## src/rtl/fpcmp_pkg.sv

```systemverilog
package fpcmp_pkg;

  localparam int OP_W    = 64;
  localparam int SP_W    = 32;
  localparam int SP_EXP  = 8;
  localparam int SP_FRAC = 23;
  localparam int DP_EXP  = 11;
  localparam int DP_FRAC = 52;
  localparam int MAG_W   = OP_W - 1;

  typedef enum logic [1:0] {
    CC_EQ = 2'b00,
    CC_LT = 2'b01,
    CC_GT = 2'b10,
    CC_UN = 2'b11
  } cc_t;

  typedef struct packed {
    logic             neg;
    logic             nan;
    logic             zero;
    logic [MAG_W-1:0] mag;
  } fp_info_t;

endpackage

```

## src/rtl/fpcmp_rst_sync.sv

```systemverilog
module fpcmp_rst_sync #(
  parameter int STAGES = 2
) (
  input  logic clk,
  input  logic rst_n,
  output logic rst_sync_n
);

  logic [STAGES-1:0] sync_q;

  always_ff @(posedge clk or negedge rst_n) begin
    if (!rst_n) begin
      sync_q <= '0;
    end else begin
      sync_q <= {sync_q[STAGES-2:0], 1'b1};
    end
  end

  assign rst_sync_n = sync_q[STAGES-1];

endmodule

```

## src/rtl/fpcmp_classify.sv

```systemverilog
module fpcmp_classify
  import fpcmp_pkg::*;
(
  input  logic [OP_W-1:0] op_i,
  input  logic            dbl_i,
  output fp_info_t        info_o
);

  localparam int SP_SIGN = SP_W - 1;
  localparam int DP_SIGN = OP_W - 1;

  logic [SP_EXP-1:0]  sp_exp;
  logic [SP_FRAC-1:0] sp_frac;
  logic [DP_EXP-1:0]  dp_exp;
  logic [DP_FRAC-1:0] dp_frac;
  logic               exp_ones;
  logic               frac_nz;

  assign sp_exp  = op_i[SP_FRAC +: SP_EXP];
  assign sp_frac = op_i[SP_FRAC-1:0];
  assign dp_exp  = op_i[DP_FRAC +: DP_EXP];
  assign dp_frac = op_i[DP_FRAC-1:0];

  always_comb begin
    if (dbl_i) begin
      exp_ones     = &dp_exp;
      frac_nz      = |dp_frac;
      info_o.neg   = op_i[DP_SIGN];
      info_o.mag   = op_i[MAG_W-1:0];
    end else begin
      exp_ones     = &sp_exp;
      frac_nz      = |sp_frac;
      info_o.neg   = op_i[SP_SIGN];
      info_o.mag   = {{(MAG_W-SP_SIGN){1'b0}}, op_i[SP_SIGN-1:0]};
    end
    info_o.nan  = exp_ones && frac_nz;
    info_o.zero = (info_o.mag == '0);
  end

endmodule

```

## src/rtl/fpcmp_order.sv

```systemverilog
module fpcmp_order
  import fpcmp_pkg::*;
(
  input  fp_info_t a_i,
  input  fp_info_t b_i,
  output cc_t      cc_o
);

  logic mag_lt;
  logic mag_eq;

  assign mag_lt = (a_i.mag < b_i.mag);
  assign mag_eq = (a_i.mag == b_i.mag);

  always_comb begin
    if (a_i.nan || b_i.nan) begin
      cc_o = CC_UN;
    end else if (a_i.zero && b_i.zero) begin
      cc_o = CC_EQ;
    end else if (a_i.neg != b_i.neg) begin
      cc_o = a_i.neg ? CC_LT : CC_GT;
    end else if (mag_eq) begin
      cc_o = CC_EQ;
    end else if (mag_lt ^ a_i.neg) begin
      cc_o = CC_LT;
    end else begin
      cc_o = CC_GT;
    end
  end

endmodule

```

## src/rtl/fpcmp_status.sv

```systemverilog
module fpcmp_status
  import fpcmp_pkg::*;
#(
  parameter int SR_W    = 32,
  parameter int CC_LSB  = 10,
  parameter int NVA_BIT = 5,
  parameter int NVM_BIT = 23
) (
  input  logic            clk,
  input  logic            rst_n,
  input  logic            start_i,
  input  cc_t             cc_i,
  input  logic [SR_W-1:0] sr_i,
  output logic [SR_W-1:0] sr_o,
  output logic            trap_o,
  output logic            done_o
);

  logic [SR_W-1:0] sr_q, sr_n;
  logic            trap_q, trap_n;
  logic            done_q, done_n;
  logic            sr_en;

  assign sr_en = start_i;

  always_comb begin
    sr_n   = sr_i;
    trap_n = 1'b0;
    done_n = start_i;
    sr_n[CC_LSB +: 2] = cc_i;
    if (start_i && (cc_i == CC_UN)) begin
      if (sr_i[NVM_BIT]) begin
        trap_n = 1'b1;
      end else begin
        sr_n[NVA_BIT] = 1'b1;
      end
    end
  end

  always_ff @(posedge clk or negedge rst_n) begin
    if (!rst_n) begin
      sr_q <= '0;
    end else if (sr_en) begin
      sr_q <= sr_n;
    end
  end

  always_ff @(posedge clk or negedge rst_n) begin
    if (!rst_n) begin
      trap_q <= 1'b0;
      done_q <= 1'b0;
    end else begin
      trap_q <= trap_n;
      done_q <= done_n;
    end
  end

  assign sr_o   = sr_q;
  assign trap_o = trap_q;
  assign done_o = done_q;

endmodule

```

## src/rtl/fpcmp_unit.sv

```systemverilog
module fpcmp_unit
  import fpcmp_pkg::*;
#(
  parameter int SR_W    = 32,
  parameter int CC_LSB  = 10,
  parameter int NVA_BIT = 5,
  parameter int NVM_BIT = 23
) (
  input  logic            clk,
  input  logic            rst_n,
  input  logic            start_i,
  input  logic            dbl_i,
  input  logic [OP_W-1:0] opa_i,
  input  logic [OP_W-1:0] opb_i,
  input  logic [SR_W-1:0] sr_i,
  output logic [SR_W-1:0] sr_o,
  output logic [1:0]      cc_o,
  output logic            acc_inv_o,
  output logic            trap_o,
  output logic            done_o
);

  localparam int N_OPS = 2;

  logic            rst_sync_n;
  logic [OP_W-1:0] ops [N_OPS];
  fp_info_t        info [N_OPS];
  cc_t             cc_next;

  assign ops[0] = opa_i;
  assign ops[1] = opb_i;

  fpcmp_rst_sync #(.STAGES(2)) u_rst_sync (
    .clk        (clk),
    .rst_n      (rst_n),
    .rst_sync_n (rst_sync_n)
  );

  for (genvar g = 0; g < N_OPS; g++) begin : g_cls
    fpcmp_classify u_cls (
      .op_i   (ops[g]),
      .dbl_i  (dbl_i),
      .info_o (info[g])
    );
  end

  fpcmp_order u_order (
    .a_i  (info[0]),
    .b_i  (info[1]),
    .cc_o (cc_next)
  );

  fpcmp_status #(
    .SR_W    (SR_W),
    .CC_LSB  (CC_LSB),
    .NVA_BIT (NVA_BIT),
    .NVM_BIT (NVM_BIT)
  ) u_status (
    .clk     (clk),
    .rst_n   (rst_sync_n),
    .start_i (start_i),
    .cc_i    (cc_next),
    .sr_i    (sr_i),
    .sr_o    (sr_o),
    .trap_o  (trap_o),
    .done_o  (done_o)
  );

  assign cc_o      = sr_o[CC_LSB +: 2];
  assign acc_inv_o = sr_o[NVA_BIT];

endmodule

```

## config.mk

```make
export PLATFORM = sky130hd
export DESIGN_NAME = fpcmp_unit
export DESIGN_NICKNAME = d
export VERILOG_FILES = /design/src/rtl/fpcmp_pkg.sv /design/src/rtl/fpcmp_rst_sync.sv /design/src/rtl/fpcmp_classify.sv /design/src/rtl/fpcmp_order.sv /design/src/rtl/fpcmp_status.sv /design/src/rtl/fpcmp_unit.sv
export SDC_FILE = /design/constraint.sdc
export NUM_CORES = 1
export LEC_CHECK = 0
export ABC_AREA = 0
export CORE_MARGIN = 2
export CORE_UTILIZATION = 33
export CTS_BUF_LIST = sky130_fd_sc_hd__clkbuf_4 sky130_fd_sc_hd__clkbuf_8
export CTS_CLUSTER_DIAMETER = 60
export DETAILED_ROUTE_END_ITERATION = 16
export DONT_BUFFER_PORTS = 1
export PLACE_DENSITY = 0.5
export SYNTH_ARGS = -nofsm -noshare
export SYNTH_HDL_FRONTEND = slang
export SYNTH_HIERARCHICAL = 1
export SYNTH_SLANG_ARGS = --single-unit
```

## constraint.sdc

```tcl
create_clock -name clk -period 4.1 [get_ports clk]
set_clock_uncertainty 0.2 [all_clocks]
set_input_delay 0.205 -clock clk [delete_from_list [all_inputs] [get_ports clk]]
set_output_delay 0.205 -clock clk [all_outputs]
set_load 0.05 [all_outputs]
```

[After elaboration in Yosys (flattened, before gate mapping)]
Cells that the tools add are included.
Storage, ports and cells
  register bits after elaboration: 36
  latch bits: 0
  RAM bits: 0
  ROM bits: 0
  input bits: 164
  output and inout bits: 37
  word-level logic and storage cells: 42
  memories: 0
Cells by class
  add/sub/neg operators: 0
  $mul: 0
  divide/modulo/power cells: 0
  $lt $le $gt $ge: 1
  eq/ne operators: 3
  shift-type cells: 0
  multiplexer cells: 18
  bitwise gates (word level): 1
  reduce and logical (&&, ||, !) cells: 15
Operators with widths (count)
  63-bit zero test: 2
  63-bit 2-to-1 mux: 2
  52-bit OR reduction: 2
  63-bit equality test: 1
  63-bit < comparator: 1
  23-bit OR reduction: 2
  11-bit AND reduction: 2
  8-bit AND reduction: 2
  2-bit 2-to-1 mux: 6
  1-bit 2-to-1 mux: 10
  1-bit logical AND: 4
  2-bit equality test (second input constant): 1
  1-bit logical OR: 1
  1-bit inequality test: 1
  1-bit bitwise XOR: 1

[Logic depth before layout (Yosys ltp)]
  depth after elaboration: 11
  mapped depth: 14
  mapped depth without buffers: 12

[Hierarchy]
The synthesis kept the hierarchy.
Modules (own cells, without submodules)
  fpcmp_order: times used 1, cells an instance 239, area each 1687.9 um2, seq. area each 0.0 um2
  fpcmp_status: times used 1, cells an instance 74, area each 1397.6 um2, seq. area each 850.8 um2
  fpcmp_classify: times used 2, cells an instance 104, area each 684.4 um2, seq. area each 0.0 um2
  fpcmp_rst_sync: times used 1, cells an instance 3, area each 53.8 um2, seq. area each 50.0 um2
  fpcmp_unit: times used 1, cells an instance 3, area each 22.5 um2, seq. area each 0.0 um2

[Least setup slack after synthesis]
No wires, ideal clock.
  kind: input -> register
  start point: input dbl_i
  end point: register u_status.sr_q[5], in the netlist u_status/sr_o[5]
  library setup time: 0.082 ns
  arrival: 2.726 ns
  data required time: 3.818 ns
  setup slack: 1.092 ns
  cell stages on the path: 14
  buffers on the path: 2
  cells stage by stage: buf_4 -> clkbuf_1 -> and2_1 -> inv_1 -> ha_1 -> a21o_1 -> a21o_1 -> a221oi_2 -> o32ai_1 -> or3_1 -> or3_1 -> o211ai_1 -> nand3b_1 -> a31oi_1
RTL lines
  start: declaration: line fpcmp_unit.sv:12  | input logic dbl_i,
  end signal: assignment: line fpcmp_status.sv:44  | sr_q <= sr_n;
  end: declaration: line fpcmp_status.sv:19  | logic [SR_W-1:0] sr_q, sr_n;

[Worst setup path in the final report]
  start point: input dbl_i
  end point: register u_status.sr_q[5], in the netlist u_status/sr_o[5]
Between the ends
  cells in the longest elaborated chain, start to end: 11
  elaborated cells on any way between the ends: 27
  classes of those cells: order compare: 1; eq/ne: 3; mux: 15; bitwise: 1; reduce/logical: 7
Ends and longest elaborated chain
  63-bit 2-to-1 mux: line fpcmp_classify.sv:25  | if (dbl_i) begin
  63-bit < comparator: line fpcmp_order.sv:12  | assign mag_lt = (a_i.mag < b_i.mag);
  1-bit bitwise XOR: line fpcmp_order.sv:24  | end else if (mag_lt ^ a_i.neg) begin
  2-bit 2-to-1 mux: line fpcmp_order.sv:24
  2-bit 2-to-1 mux: line fpcmp_order.sv:22  | end else if (mag_eq) begin
  2-bit 2-to-1 mux: line fpcmp_order.sv:20  | end else if (a_i.neg != b_i.neg) begin
  2-bit 2-to-1 mux: line fpcmp_order.sv:18  | end else if (a_i.zero && b_i.zero) begin
  2-bit 2-to-1 mux *: line fpcmp_order.sv:16  | if (a_i.nan || b_i.nan) begin
  net cc_next[0]: line fpcmp_unit.sv:28  | cc_t cc_next;
  2-bit equality test *: line fpcmp_status.sv:31  | if (start_i && (cc_i == CC_UN)) begin
  1-bit logical AND *: line fpcmp_status.sv:31
  1-bit 2-to-1 mux *: line fpcmp_status.sv:31
The timed path passes the listed nets; every way through them passes the cells marked *.
A chain may end at the register's enable or synchronous reset.

==> key figures <==
Global routing
  • Global-route wire length before repair: 17.9 mm
  • Global route overflow: 0
  • Initial antenna violation count: 0
  • Gr usage total: roughly 15%
  • Pin count of the biggest net entering global routing: 75
  • Number of global-route vias before repair: 3,706

Timing
  • Fin. max-slew vios: 0
  • Hold Worst Slack: ~0.064 ns
  • Tmin final: 3.41 ns
  • Min setup slack post-route: 0.686 ns
  • Setup TNS: 0 ns
  • RSZ-0062 raised after global routing: false
  • Relative slew slack: 35.8%
  • Pin slew with the least headroom to its limit: 0.963 ns
  • FMAX: just under 300 MHz
  • Final period util: between 80 and 90%
  • Endpoints failing hold: 0
  • Setup violators final: 0

Place
  • HPWL after detailed placement: 9.48 mm
  • Placed Cells: 627
  • Setup WS pre-CTS: 0.867 ns
  • GPL Wtd Cong: 0.841
  • Placed Area: 4170 sq um
  • I/O Buffers: 0

Final layout
  • Post-route cell area: roughly 4600 sq um
  • Post-layout util: 34.7%
  • Finished Layout Cells: 670
  • Final nets: just over 700
  • Share of post-route cells with drive strength above 1: 10.5%
  • Filler cell count: roughly 1,400
  • # diodes: 0
  • Layout area overhead: 2.38%

Clock network
  • CTS Hold Bufs: 35
  • CTS clk-pin slew, worst paths: 0.07 ns
  • Worst skew pair latency: ~0.28 ns
  • Post-CTS setup buffers: 0
  • Post-CTS Resized: 0
  • Num Clock Sinks: 36
  • CTS tree: yes
  • Clock H-tree levels: 2
  • CTS Buf Count: 5
  • Clock root cell: clkbuf_8
  • Clock buffer depth: 2

Logic synthesis
  • Post-synth cell types: 39
  • Largest family of logic cells by synthesized area: simple AND/OR/NAND/NOR gates
  • Post-Synthesis Cells: roughly 530
  • Syn Nets: roughly 750
  • Top FF cell, synth: dfrtp_1
  • Compound-Gate Fraction of Synth Area: 8.98%
  • Post-synthesis adder-cell area fraction: 17.4%
  • Post-synthesis simple-gate area fraction: roughly a quarter
  • Ys async rst share: 100%
  • Largest cells by area after synthesis: dfrtp_1 (20%), ha_1 (17%), buf_4 (11%), mux2_4 (8.9%), and2_1 (8.6%)
  • Yosys reg bits: 36
  • Post-synth top cells: inv_1 (68), buf_4 (67), ha_1 (63), and2_1 (62), dfrtp_1 (36)
  • Mapped Area: 4530 sq um
  • Share of the synthesized area in the top cell type: 19.9%
  • EDFF count, synth: 0
  • YS warnings: 6
  • Proportion of synthesized chip area in sequential cells: about a fifth
  • Mux cell area share after synthesis: between 10% and 20%
  • Most frequent cell after synthesis: inv_1
  • Cell taking the most area after synthesis: dfrtp_1
  • XOR/XNOR share of the synthesized area: 0%
  • Synth Area per Inst: 8.60 sq um

Route
  • DR pass1 iterations: 4
  • Routed length per placed instance: 17.1 microns
  • # DRC: 0
  • DR iter-0 viols: between 100 and 150
  • Routed vias: 3,474
  • Total Wirelength: 11.5 mm
  • Post-DRT Antenna Nets: 0
  • Routed vias/inst: roughly 5.2

Worst hold path
  • HP Class: flop to asynchronous set/reset pin

Worst setup path
  • Most used cell, CP: or3_1
  • FF-to-FF setup slack: 2.09 ns
  • Slowest-stage cell, CP: dlygate4sd3_1
  • Setup crit end kind: flop
  • Max incr delay on CP: 0.55 ns
  • Critical path cell sequence: and2_1 -> ha_1 -> a21oi_1 -> o21ai_1 -> a221oi_1 -> o22ai_1 -> or3_1 -> or3_1 -> o211ai_1 -> nand3b_1 -> a31oi_1 -> dlygate4sd3_1
  • R2r worst-path depth: 3
  • Crit start category: input port
  • Worst Path Max Fanout: 74
  • Critical Path RT: 4.13 ns
  • RR Endpoint: u_status/sr_o[5]$_DFFE_PN0P_
  • Critical path class: input port to flop
  • Worst R2R Start: u_status/sr_o[5]$_DFFE_PN0P_
  • Crit-path leading delay family: compound AO/OA/AOI/OAI gates
  • Critical path data arrival time: 3.44 ns
  • CP Buf/Inv Count: 1

Floorplanning
  • Die area: 14,700 sq um
  • Die H: 121 microns
  • Core Rows: 42
  • Ports: approximately 200
  • CORE AREA: 13,300 sq um
  • Die W: 121 microns
  • Effective utilization at floorplan: 33.9%

Power and ir drop
  • LEAKAGE: ~2.2 nW
  • Power Total: 1.18 mW
  • Pwr/cell area: 255 nW/um^2
  • Worst ir drop on vdd: 149 uV

Flow run
  • # Max-Cap Violations: 0

Outcome
  • Status: finished, final reports clean
==> how the worst max path moves through the flow <==
stage,depth (start not counted),from,end
6_report,12,dbl_i,u_status/sr_o[5]$_DFFE_PN0P_
3_5_place_dp,11,opa_i[34],u_status/sr_o[5]$_DFFE_PN0P_
2_1_floorplan,14,dbl_i,u_status/sr_o[5]$_DFFE_PN0P_
5_1_grt,12,dbl_i,u_status/sr_o[5]$_DFFE_PN0P_
4_1_cts,12,opa_i[34],u_status/sr_o[5]$_DFFE_PN0P_
3_3_place_gp,11,opa_i[34],u_status/sr_o[5]$_DFFE_PN0P_
==> area by class of cell <==
class	instances	area, sq um	share of cell area [%]
Clock buffer	6	76.3	1.65
Clock inverter	2	35.0	0.755
Inverter	68	255	5.50
Multi-Input combinational cell	346	2780	60.0
Sequential cell	36	901	19.4
Tap cell	176	220	4.75
Timing Repair Buffer	36	368	7.93
==> state kept, by name, indices dropped and copies added (netlist names) <==
name               count
u_status/done_o        1
u_status/trap_o        1
u_status/sr_o         32
u_rst_sync/sync_q      2
==> report_power, final <==
part           switching (mW)  total [mW]  leakage [nW]  internal (mW)
sequential              0.177       0.566         0.421          0.388
clock                   0.122       0.309        0.0586          0.187
combinational           0.138       0.307          1.67          0.170
==> metal layers <==
metal / vias to the layer above / part of all wire, % / GRT usage (%)
met5: - / 0 / 0
met4: 0 / 1.1 / 3.02
met3: 13 / 8.6 / 3.05
met2: 156 / 49 / 26.6
met1: 1596 / 41 / 19.4
li1: 1709 / - / -
==> placed cells by master, fill, tap and decap left out, types with 6 or more instances in the layout <==
cell type | Yosys | final
nand3_1 | 7 | 7
dfrtp_1 | 36 | 36
nand4_1 | 27 | 27
mux2_4 | 27 | 27
nand2_1 | 26 | 26
dlygate4sd3_1 | 0 | 34
mux2_2 | 6 | 6
nor3_1 | 9 | 9
and4_1 | 7 | 7
inv_1 | 68 | 68
ha_1 | 63 | 63
nor2_1 | 11 | 11
a21o_1 | 9 | 9
nor4_1 | 25 | 25
a21oi_1 | 23 | 23
and2_1 | 62 | 62
o21ai_0 | 9 | 9
==> worst reg2reg max path, cell delays in order, from the launching register on <==
cell and delay [ns]:
dfrtp_1 0.94, nor2_1 0.10, a31oi_1 0.16, dlygate4sd3_1 0.55
==> logic make-up after synthesis <==
family,after synthesis
DFF,36
other,1
adders and majority gates,63
AOI/OAI and AO/OA,62
muxes,33
buffers and inverters,145
and+or+nand+nor,187
Note: power is estimated with default switching activity, not from simulation.
